## config.mk

```make
export PLATFORM = sky130hd
export DESIGN_NAME = ibuf_ctrl
export DESIGN_NICKNAME = d
export VERILOG_FILES = /design/src/rtl/ibuf_pkg.sv /design/src/rtl/ibuf_tags.sv /design/src/rtl/ibuf_lines.sv /design/src/rtl/ibuf_fetch.sv /design/src/rtl/ibuf_ctrl.sv
export SDC_FILE = /design/constraint.sdc
export NUM_CORES = 2
export LEC_CHECK = 0
export BUFFER_PORTS_ARGS = -buffer_cell sky130_fd_sc_hd__buf_4
export CORE_MARGIN = 2
export CORE_UTILIZATION = 35
export CTS_CLUSTER_SIZE = 30
export DETAILED_ROUTE_END_ITERATION = 8
export PLACE_DENSITY_LB_ADDON = 0.2
export SLEW_MARGIN = 10
export SYNTH_ARGS = -nofsm -noshare
export SYNTH_HDL_FRONTEND = slang
export SYNTH_SLANG_ARGS = --single-unit
```

## constraint.sdc

```tcl
create_clock -name clk -period 15.35 [get_ports clk]
set_input_delay 1.535 -clock clk [delete_from_list [all_inputs] [get_ports clk]]
set_output_delay 1.535 -clock clk [all_outputs]
set_load 0.03 [all_outputs]
```

## src/rtl/ibuf_pkg.sv

```systemverilog
package ibuf_pkg;

    typedef enum logic [1:0] {
        FS_IDLE  = 2'd0,
        FS_ISSUE = 2'd1,
        FS_WAIT  = 2'd2
    } fetch_state_e;

endpackage

```

## src/rtl/ibuf_tags.sv

```systemverilog
module ibuf_tags #(
    parameter int NBLK  = 4,
    parameter int BLK_W = 12,
    parameter int NLOOK = 3
) (
    input  logic                        clk,
    input  logic                        rst_n,
    input  logic                        wr_en,
    input  logic [$clog2(NBLK)-1:0]     wr_slot,
    input  logic [BLK_W-1:0]            wr_blk,
    input  logic [NLOOK-1:0][BLK_W-1:0] look_blk,
    output logic [NLOOK-1:0]            look_hit,
    output logic [$clog2(NBLK)-1:0]     rd_slot
);

    localparam int SLOT_W = $clog2(NBLK);

    logic [BLK_W-1:0]             tag_q [NBLK];
    logic [NBLK-1:0]              valid_q;
    logic [NLOOK-1:0][NBLK-1:0]   match;

    always_ff @(posedge clk or negedge rst_n) begin
        if (!rst_n) begin
            valid_q <= '0;
        end else if (wr_en) begin
            valid_q[wr_slot] <= 1'b1;
        end
    end

    always_ff @(posedge clk) begin
        if (wr_en) begin
            tag_q[wr_slot] <= wr_blk;
        end
    end

    genvar gl, gs;
    generate
        for (gl = 0; gl < NLOOK; gl++) begin : g_look
            for (gs = 0; gs < NBLK; gs++) begin : g_slot
                assign match[gl][gs] = valid_q[gs] && (tag_q[gs] == look_blk[gl]);
            end
            assign look_hit[gl] = |match[gl];

            // a block never occupies two slots
            a_r6_single_copy: assert property (@(posedge clk) disable iff (!rst_n)
                $onehot0(match[gl]));
        end
    endgenerate

    always_comb begin
        rd_slot = '0;
        for (int s = 0; s < NBLK; s++) begin
            if (match[0][s]) begin
                rd_slot = SLOT_W'(s);
            end
        end
    end

endmodule

```

## src/rtl/ibuf_lines.sv

```systemverilog
module ibuf_lines #(
    parameter int NBLK    = 4,
    parameter int WORDS   = 8,
    parameter int INSTR_W = 32
) (
    input  logic                            clk,
    input  logic                            wr_en,
    input  logic [$clog2(NBLK)-1:0]         wr_slot,
    input  logic [WORDS*2*INSTR_W-1:0]      wr_line,
    input  logic [$clog2(NBLK)-1:0]         rd_slot,
    input  logic [$clog2(2*WORDS)-1:0]      rd_off,
    output logic [INSTR_W-1:0]              rd_instr
);

    localparam int WORD_W = 2 * INSTR_W;
    localparam int LINE_W = WORDS * WORD_W;
    localparam int OFF_W  = $clog2(2 * WORDS);

    logic [LINE_W-1:0] line_q [NBLK];
    logic [LINE_W-1:0] sel_line;
    logic [WORD_W-1:0] words [WORDS];
    logic [WORD_W-1:0] sel_word;

    always_ff @(posedge clk) begin
        if (wr_en) begin
            line_q[wr_slot] <= wr_line;
        end
    end

    assign sel_line = line_q[rd_slot];

    genvar gw;
    generate
        for (gw = 0; gw < WORDS; gw++) begin : g_word
            assign words[gw] = sel_line[gw*WORD_W +: WORD_W];
        end
    endgenerate

    assign sel_word = words[rd_off[OFF_W-1:1]];
    assign rd_instr = rd_off[0] ? sel_word[WORD_W-1:INSTR_W] : sel_word[INSTR_W-1:0];

endmodule

```

## src/rtl/ibuf_fetch.sv

```systemverilog
module ibuf_fetch
    import ibuf_pkg::*;
#(
    parameter int NBLK  = 4,
    parameter int BLK_W = 12
) (
    input  logic                    clk,
    input  logic                    rst_n,
    input  logic [BLK_W-1:0]        cur_blk,
    input  logic [BLK_W-1:0]        nxt_blk,
    input  logic                    cur_hit,
    input  logic                    nxt_hit,
    input  logic                    second_half,
    input  logic                    rsp_valid,
    output logic                    req_valid,
    output logic [BLK_W-1:0]        req_blk,
    output logic                    fill_en,
    output logic [$clog2(NBLK)-1:0] fill_slot
);

    localparam int SLOT_W = $clog2(NBLK);

    fetch_state_e        state_q, state_d;
    logic [BLK_W-1:0]    tgt_q;
    logic [SLOT_W-1:0]   victim_q;
    logic                need;
    logic                pick_cur;

    assign pick_cur = !cur_hit;
    assign need     = !cur_hit || (second_half && !nxt_hit);

    always_ff @(posedge clk or negedge rst_n) begin
        if (!rst_n) begin
            state_q <= FS_IDLE;
        end else begin
            state_q <= state_d;
        end
    end

    always_comb begin
        state_d = state_q;
        unique case (state_q)
            FS_IDLE:  if (need) state_d = FS_ISSUE;
            FS_ISSUE: state_d = FS_WAIT;
            FS_WAIT:  if (rsp_valid) state_d = FS_IDLE;
            default:  state_d = FS_IDLE;
        endcase
    end

    always_ff @(posedge clk or negedge rst_n) begin
        if (!rst_n) begin
            tgt_q    <= '0;
            victim_q <= '0;
        end else begin
            if (state_q == FS_IDLE && need) begin
                tgt_q <= pick_cur ? cur_blk : nxt_blk;
            end
            if (fill_en) begin
                victim_q <= (victim_q == SLOT_W'(NBLK - 1)) ? '0 : victim_q + 1'b1;
            end
        end
    end

    always_comb begin
        req_valid = (state_q == FS_ISSUE);
        req_blk   = tgt_q;
        fill_en   = (state_q == FS_WAIT) && rsp_valid;
        fill_slot = victim_q;
    end

    // a request lasts exactly one cycle
    a_r8_req_pulse: assert property (@(posedge clk) disable iff (!rst_n)
        req_valid |=> !req_valid);

    // a request decided while the current block was resident is a second-half prefetch
    a_r4_prefetch_half: assert property (@(posedge clk) disable iff (!rst_n)
        (req_valid && $past(cur_hit)) |-> $past(second_half));

endmodule

```

## src/rtl/ibuf_ctrl.sv

```systemverilog
module ibuf_ctrl #(
    parameter int PC_W    = 16,
    parameter int NBLK    = 4,
    parameter int WORDS   = 8,
    parameter int INSTR_W = 32
) (
    input  logic                            clk,
    input  logic                            rst_n,
    input  logic                            jump_valid,
    input  logic [PC_W-1:0]                 jump_target,
    input  logic                            instr_ready,
    output logic                            instr_valid,
    output logic [PC_W-1:0]                 instr_pc,
    output logic [INSTR_W-1:0]              instr_data,
    output logic                            mem_req_valid,
    output logic [PC_W-$clog2(2*WORDS)-1:0] mem_req_blk,
    input  logic                            mem_rsp_valid,
    input  logic [WORDS*2*INSTR_W-1:0]      mem_rsp_data
);

    localparam int OFF_W  = $clog2(2 * WORDS);
    localparam int BLK_W  = PC_W - OFF_W;
    localparam int SLOT_W = $clog2(NBLK);
    localparam int NLOOK  = 3;

    logic [PC_W-1:0]             pc_q;
    logic [BLK_W-1:0]            cur_blk;
    logic [BLK_W-1:0]            nxt_blk;
    logic [NLOOK-1:0][BLK_W-1:0] look_blk;
    logic [NLOOK-1:0]            look_hit;
    logic [SLOT_W-1:0]           rd_slot;
    logic                        fill_en;
    logic [SLOT_W-1:0]           fill_slot;

    assign cur_blk  = pc_q[PC_W-1:OFF_W];
    assign nxt_blk  = cur_blk + 1'b1;
    assign look_blk = {mem_req_blk, nxt_blk, cur_blk};

    always_ff @(posedge clk or negedge rst_n) begin
        if (!rst_n) begin
            pc_q <= '0;
        end else if (jump_valid) begin
            pc_q <= jump_target;
        end else if (instr_valid && instr_ready) begin
            pc_q <= pc_q + 1'b1;
        end
    end

    ibuf_tags #(
        .NBLK  (NBLK),
        .BLK_W (BLK_W),
        .NLOOK (NLOOK)
    ) u_tags (
        .clk      (clk),
        .rst_n    (rst_n),
        .wr_en    (fill_en),
        .wr_slot  (fill_slot),
        .wr_blk   (mem_req_blk),
        .look_blk (look_blk),
        .look_hit (look_hit),
        .rd_slot  (rd_slot)
    );

    ibuf_lines #(
        .NBLK    (NBLK),
        .WORDS   (WORDS),
        .INSTR_W (INSTR_W)
    ) u_lines (
        .clk      (clk),
        .wr_en    (fill_en),
        .wr_slot  (fill_slot),
        .wr_line  (mem_rsp_data),
        .rd_slot  (rd_slot),
        .rd_off   (pc_q[OFF_W-1:0]),
        .rd_instr (instr_data)
    );

    ibuf_fetch #(
        .NBLK  (NBLK),
        .BLK_W (BLK_W)
    ) u_fetch (
        .clk         (clk),
        .rst_n       (rst_n),
        .cur_blk     (cur_blk),
        .nxt_blk     (nxt_blk),
        .cur_hit     (look_hit[0]),
        .nxt_hit     (look_hit[1]),
        .second_half (pc_q[OFF_W-1]),
        .rsp_valid   (mem_rsp_valid),
        .req_valid   (mem_req_valid),
        .req_blk     (mem_req_blk),
        .fill_en     (fill_en),
        .fill_slot   (fill_slot)
    );

    assign instr_valid = look_hit[0];
    assign instr_pc    = pc_q;

    logic outst_q;
    always_ff @(posedge clk or negedge rst_n) begin
        if (!rst_n) begin
            outst_q <= 1'b0;
        end else if (mem_req_valid) begin
            outst_q <= 1'b1;
        end else if (mem_rsp_valid) begin
            outst_q <= 1'b0;
        end
    end

    // no new request while one is outstanding
    a_r8_single_outstanding: assert property (@(posedge clk) disable iff (!rst_n)
        !(mem_req_valid && outst_q));

    // the requested block is never already resident
    a_r5_no_resident_fetch: assert property (@(posedge clk) disable iff (!rst_n)
        mem_req_valid |-> !look_hit[2]);

    // a stalled counter holds
    a_r3_hold_pc: assert property (@(posedge clk) disable iff (!rst_n)
        (!instr_valid && !jump_valid) |=> $stable(instr_pc));

    // an accepted instruction advances the counter by one
    a_r2_step: assert property (@(posedge clk) disable iff (!rst_n)
        (instr_valid && instr_ready && !jump_valid) |=> (instr_pc == $past(instr_pc) + 1'b1));

    // a jump loads its target
    a_r7_jump_load: assert property (@(posedge clk) disable iff (!rst_n)
        jump_valid |=> (instr_pc == $past(jump_target)));

endmodule

```

---- Word level (Yosys, flattened, before mapping) ----
Memory sizes are Yosys's and may differ from the RTL's.
Index checks and enable logic that the tools add are counted.
cells by class
  $add $sub $neg .......................... 3
  multiply operators ...................... 0
  divide/modulo/power cells ............... 0
  $lt $le $gt $ge ......................... 3
  equal/unequal tests ..................... 13
  shift operators ......................... 0
  muxes and demuxes ....................... 18
  bitwise gates (word level) .............. 2
  reductions and logical operators ........ 21
operators with widths
  cell                                                                                  count
  64-bit binary-select mux with 3-bit select                                            1
  64-bit two-way mux                                                                    2
  12-bit equality test                                                                  8
  16-bit two-way mux                                                                    2
  32-bit two-way mux                                                                    1
  16-bit by 1-bit adder with 16-bit output (second input constant)                      1
  1-bit logical AND                                                                     13
  12-bit by 1-bit adder with 12-bit output (second input constant)                      1
  12-bit two-way mux                                                                    1
  2-bit two-way mux                                                                     5
  4-bit OR reduction                                                                    2
  2-bit one-hot mux with 3 select lines                                                 1
  2-bit equality test (second input constant)                                           2
  4-bit greater-or-equal comparator (second input constant)                             1
  1-bit two-way mux                                                                     4
  3-bit NOT with 4-bit output                                                           1
  4-bit OR                                                                              1
  2-bit by 3-bit < comparator with 1-bit output (second input constant)                 1
  2-bit by 1-bit adder with 2-bit output (second input constant)                        1
  1-bit demux with 2-bit select                                                         1
  2-bit by 1-bit equality test with 1-bit output (second input constant)                1
  2-bit by 1-bit greater-or-equal comparator with 1-bit output (second input constant)  1
  1-bit logical NOT                                                                     2
  2-bit logical NOT                                                                     1
  5 further kinds                                                                       5
word-level totals
  flip-flop bits (word level) ............. 36
  bits in latches ......................... 0
  RAM bits ................................ 2,096
  bits in read-only memories .............. 0
  input bits .............................. 533
  word-level logic and storage cells ...... 67
  memories ................................ 2
memory list
  memory          depth  width  read ports  clocked after memory_dff  write ports  RTL line          RTL
  u_lines.line_q  4      512    1           0                         1            ibuf_lines.sv:19  logic [LINE_W-1:0] line_q [NBLK];
  u_tags.tag_q    4      12     4           0                         1            ibuf_tags.sv:18   logic [BLK_W-1:0] tag_q [NBLK];

---- Logic depth before layout (Yosys ltp) ----
An unclocked memory read counts as a cell.
  depth after elaboration ................. 11
  mapped depth ............................ 16

---- By module ----
A second synthesis with hierarchy kept.
unflattened totals
  cell total of the unflattened synthesis .. 3,889
  area, all modules ....................... 83,024.6 µm²
modules (own cells, without submodules)
  module      times used  cells an instance  area each (µm²)  sequential area each (µm²)
  ibuf_lines  1           3,416              77,719.5         61,499.0
  ibuf_tags   1           298                3,407.0          1,541.5
  ibuf_ctrl   1           122                1,061.0          400.4
  ibuf_fetch  1           53                 837.1            400.4

---- Worst setup path before layout ----
No wires, ideal clock.
  path type ............................... in2reg
  start ................................... in mem_rsp_valid
  end ..................................... reg u_tags.valid_q[0]
  setup time .............................. 146 ps
  arrival time ............................ 14,876 ps
  data required time ...................... 15,204 ps
  slack ................................... 328 ps
  stages on the path ...................... 4
  path buffers ............................ 1
  cell sequence ........................... and3b_1 > clkbuf_1 > and2_1 > or2_2
between the ends
  word-level cells in the longest chain between the ends .. 1
RTL lines
  element                        RTL line          RTL
  start, declared                ibuf_ctrl.sv:17   input logic mem_rsp_valid,
  1-bit logical AND              ibuf_fetch.sv:67  fill_en = (state_q == FS_WAIT) && rsp_valid;
  end signal, assigned           ibuf_tags.sv:24   valid_q <= '0;
  end signal, assigned by index  ibuf_tags.sv:26   valid_q[wr_slot] <= 1'b1;
  end, declared                  ibuf_tags.sv:19   logic [NBLK-1:0] valid_q;
No other way between the ends.
A chain may end at the register's enable or synchronous reset.

---- Worst setup path in the final report ----
  start ................................... reg pc_q[6] (netlist: instr_pc[6])
  end ..................................... out instr_data[8]
between the ends
  word-level cells in the longest chain between the ends .. 10
  elaborated cells between the ends (all ways) .. 14
  classes of those cells .................. eq/ne: 3; mux: 7; reduce/logical: 3; memory: 1
RTL lines
  element                                                    RTL line          RTL
  start, declared                                            ibuf_ctrl.sv:26   logic [PC_W-1:0] pc_q;
  start signal, assigned                                     ibuf_ctrl.sv:43   pc_q <= jump_target;
  start signal, assigned                                     ibuf_ctrl.sv:45   pc_q <= pc_q + 1'b1;
  12-bit equality test                                       ibuf_tags.sv:40   assign match[gl][gs] = valid_q[gs] && (tag_q[gs] == look_blk[gl]);
  1-bit logical AND                                          ibuf_tags.sv:40
  1-bit two-way mux                                          ibuf_tags.sv:53   if (match[0][s]) begin
  2-bit two-way mux                                          ibuf_tags.sv:53
  2-bit two-way mux (*)                                      ibuf_tags.sv:53
  memory read 4 x 512 bit (*)                                n/a
  64-bit binary-select mux with 3-bit select (*)             ibuf_lines.sv:39  assign sel_word = words[rd_off[OFF_W-1:1]];
  64-bit two-way mux (implied by the code) (*) (2 in a row)  ibuf_lines.sv:39
  32-bit two-way mux (*)                                     ibuf_lines.sv:40  assign rd_instr = rd_off[0] ? sel_word[WORD_W-1:INSTR_W] : sel_word[INSTR_W-1:0];
  end, declared                                              ibuf_ctrl.sv:14   output logic [INSTR_W-1:0] instr_data,
Every way passes the cells marked *; elsewhere a longest branch is shown, timed or not. The select of a mux whose other input is x is not followed.

==> out/results.ini <==
[floorplanning]
rows=178
fp.coreArea_sq_um=235000
die_w_um=491
die_h_um=491
dieArea_sq_um=241000
pin_count=595
initial_utilization_pct=35.2

[timing]
period_needed_ns=9.00
slew_headroom_pct=12.4
hold_viol=0
setup_slack_ns=6.35
finalSetupViolCount=0
maxSlewViolCount=0
fin_skew_ns=0.0488
tns_ns=0
clock.fmax_mhz=111
rsz0062_at_grt=false
period_share_pct=58.6
tightestPinTransition_ns=1.30

[clocking]
cts_hold_buf=0
post_cts_resized=0
htreeDepth=4
cts_tree=yes
numCtsBuffers=224
clk_pin_slew_ns=0.06
clockBufferDepth=3
clk_latency_ns=0.87
clock_sinks=2132
clock-root-buffer=clkbuf_16
post_cts_buffers=0

[synth]
syn_avg_cell_area_sq_um=14.6
synthMuxAreaShare_pct=0.493
synthTopCellsByArea=edfxtp_1 (76%), nand2_1 (4.4%), a211oi_1 (2.1%)
syn-cell-area_sq_um=83000
syn_inst=5667
synthXorXnorAreaFrac_pct=1.20
synth_area_leader_cell=edfxtp_1
synth_top_area_share_pct=75.9
ys.flop_type=edfxtp_1
ys_warn_count=0
synth_top_family_by_area=compound AO/OA/AOI/OAI gates
synth_edf_count=2096
synth_compound_area_share_pct=12.1
synth.distinct_cells=73
synthAdderAreaFrac_pct=0.0905
ys_seq_area_share_pct=76.9
syn_nets=6206
synthArstFlopShare_pct=1.69
synth-simple-area-share_pct=7.20
synth_seq_cells=2132

[drt]
drc=0
drt_iter0_markers=5910
vias=53900
avgRoutedWirePerCell_um=31.3
via_per_inst=5.62
dr.pass1.iters=6
finalWirelength_um=300000
ant_nets=0

[setup_path]
ff2ff_setup_slack_ns=9.58
path_max_fanout=53
worst_ep_required_time_ns=13.82
start_kind=flip-flop
rr_startpoint=instr_pc[7]$_DFFE_PN0P_
r2r_cells=10
critPathCaptureType=output pin
arrival_ns=7.47
crit_type=flip-flop to output pin
r2r-end=instr_pc[15]$_DFFE_PN0P_

[cells_and_area]
finalInstanceArea_sq_um=98200
nFillCells=21600
layout_common_cells=edfxtp_1 (2,096), nand2_1 (962), buf_4 (713)
regArea_sq_um=63800
fin_util_pct=41.7
area_growth_pct=18.4
final_nets=6750
fin_cells=9586
final_common_cell=edfxtp_1
drive_gt1_share_pct=17.1
multiInputGateArea_sq_um=17700

[global_routing]
grt_max_degree=147
grt_pass1_vias=51000
antenna_found_initial=179
grt_pass1_wl_um=411000
grt-ovfl-total=0
grt_usage_pct=24.2

[status]
outcome=completed

[power]
p_leak_nw=32.4
ir_worst_vdd_mv=0.109
p_sw_share_pct=24.6
p_int_mw=10.3
p_seq_share_pct=51.8
combPwrFrac_pct=9.6
clockPowerShare_pct=38.6
p_sw_mw=3.34
powerDensity_nw_per_um2=138

[placement]
place_area_sq_um=91100
port-buffer-count=594
place_inst=9135
dp_slack_ns=7.19
gp_congestion=0.867
dpl.hpwl_um=193000

[flow_run]
maxCapViolations=0

[min_path]
worstHoldEndpoint=u_tags.valid_q[1]$_DFFE_PN0P_
min_path_cells=1
hold_start=u_tags.valid_q[1]$_DFFE_PN0P_
hp-class=flip-flop to flip-flop

-- state kept, by name (all words and copies together) (netlist names) --
register,count
u_lines.line_q,2048
u_tags.tag_q,48
instr_pc,16
u_fetch.req_blk,12
u_tags.valid_q,4
u_fetch.fill_slot,2
u_fetch.state_q,2
-- critical path, cell delays in order (launching register included) --
cell	delay [ns]
dfrtp_1	0.79
xor2_1	0.12
or4_1	0.72
nor4_4	0.27
buf_4	0.76
buf_4	0.64
buf_4	0.74
nand2_1	0.11
a311oi_1	0.28
a211oi_1	0.07
a211oi_1	0.67
nand3_1	0.19
nor4_2	0.78
buf_4	0.23
buf_4	0.15
-- how the worst max path moves through the flow --
stage / start / to / slack [ns] / cells past startpoint
3_5_place_dp: instr_pc[6]$_DFFE_PN0P_ / instr_data[8] / 7.19 / 14
5_1_grt: instr_pc[6]$_DFFE_PN0P_ / instr_data[8] / 6.13 / 14
3_3_place_gp: instr_pc[6]$_DFFE_PN0P_ / instr_data[8] / 6.77 / 14
4_1_cts: instr_pc[6]$_DFFE_PN0P_ / instr_data[8] / 6.29 / 14
2_1_floorplan: mem_rsp_valid / u_tags.valid_q[0]$_DFFE_PN0P_ / 0.33 / 4
6_report: instr_pc[6]$_DFFE_PN0P_ / instr_data[8] / 6.35 / 14
-- per-layer routing --
| metal | part of all wire (%) | global-route usage (%) | up-vias | wire [um] |
|---|---|---|---|---|
| li1 | - | - | 23300 | - |
| met1 | 41 | 32.5 | 27500 | 123000 |
| met2 | 47 | 37.9 | 2390 | 140000 |
| met3 | 9.6 | 7.10 | 508 | 28700 |
| met4 | 2.6 | 6.75 | 136 | 7710 |
| met5 | 0.28 | 0 | - | 834 |
-- cells in the mapped netlist, types with 6 or more instances --
cell type,instances
a31oi_1,254
or3_1,7
ha_1,6
clkbuf_1,308
and3_1,11
edfxtp_1,2096
a211oi_1,236
xnor2_1,62
buf_1,70
a311o_1,15
o22ai_1,94
mux2_2,15
o31a_1,20
xor2_1,52
a2111oi_0,15
nand4_1,13
a211o_1,15
nor2_1,276
o211ai_1,27
or2_2,7
o221ai_1,49
a22oi_1,10
nor4_1,53
buf_2,23
nand3_1,41
inv_1,6
o21ai_0,273
nor3_1,28
nand2_1,973
a21oi_1,246
or4_1,15
a221oi_1,10
a221o_1,9
mux2i_1,24
a311oi_1,191
nand2b_1,6
dfrtp_1,36
-- through the flow --
stage,power (mW),hold slack [ns]
floorplan,7.99,0.462
global placement,8.47,0.504
detailed placement,8.48,0.494
CTS,13.7,0.509
global route,14.0,0.523
finish,13.6,0.501
-- logic make-up (layout without fill, tap and decap cells) --
kind of cell / after synthesis / after routing
mux: 39 / 39
simple gates: 1455 / 1455
other cells: 0 / 45
fa+ha+maj: 6 / 6
buf+inv: 415 / 1139
flops: 2132 / 2132
compound gates: 1506 / 1506
xor+xnor: 114 / 114
-- power groups by stage --
stage	sequential, mW	clock [mW]	combinational [mW]
2_1_floorplan	7.41	0	0.580
3_3_place_gp	7.16	0	1.31
3_5_place_dp	7.17	0	1.31
4_1_cts	7.05	5.33	1.32
5_1_grt	7.08	5.54	1.38
6_report	7.05	5.25	1.30
-- cell type report --
class                   count  share of cell area [%]
clock inverters           116                    1.11
inverters                   8                  0.0306
diodes                     45                   0.115
repair buffers            725                    5.69
clock buffers             290                    6.02
flip-flops and latches   2132                    65.0
multi-input cells        3120                    18.0
well taps                3150                    4.01
Note: power is estimated with default switching activity, not from simulation.
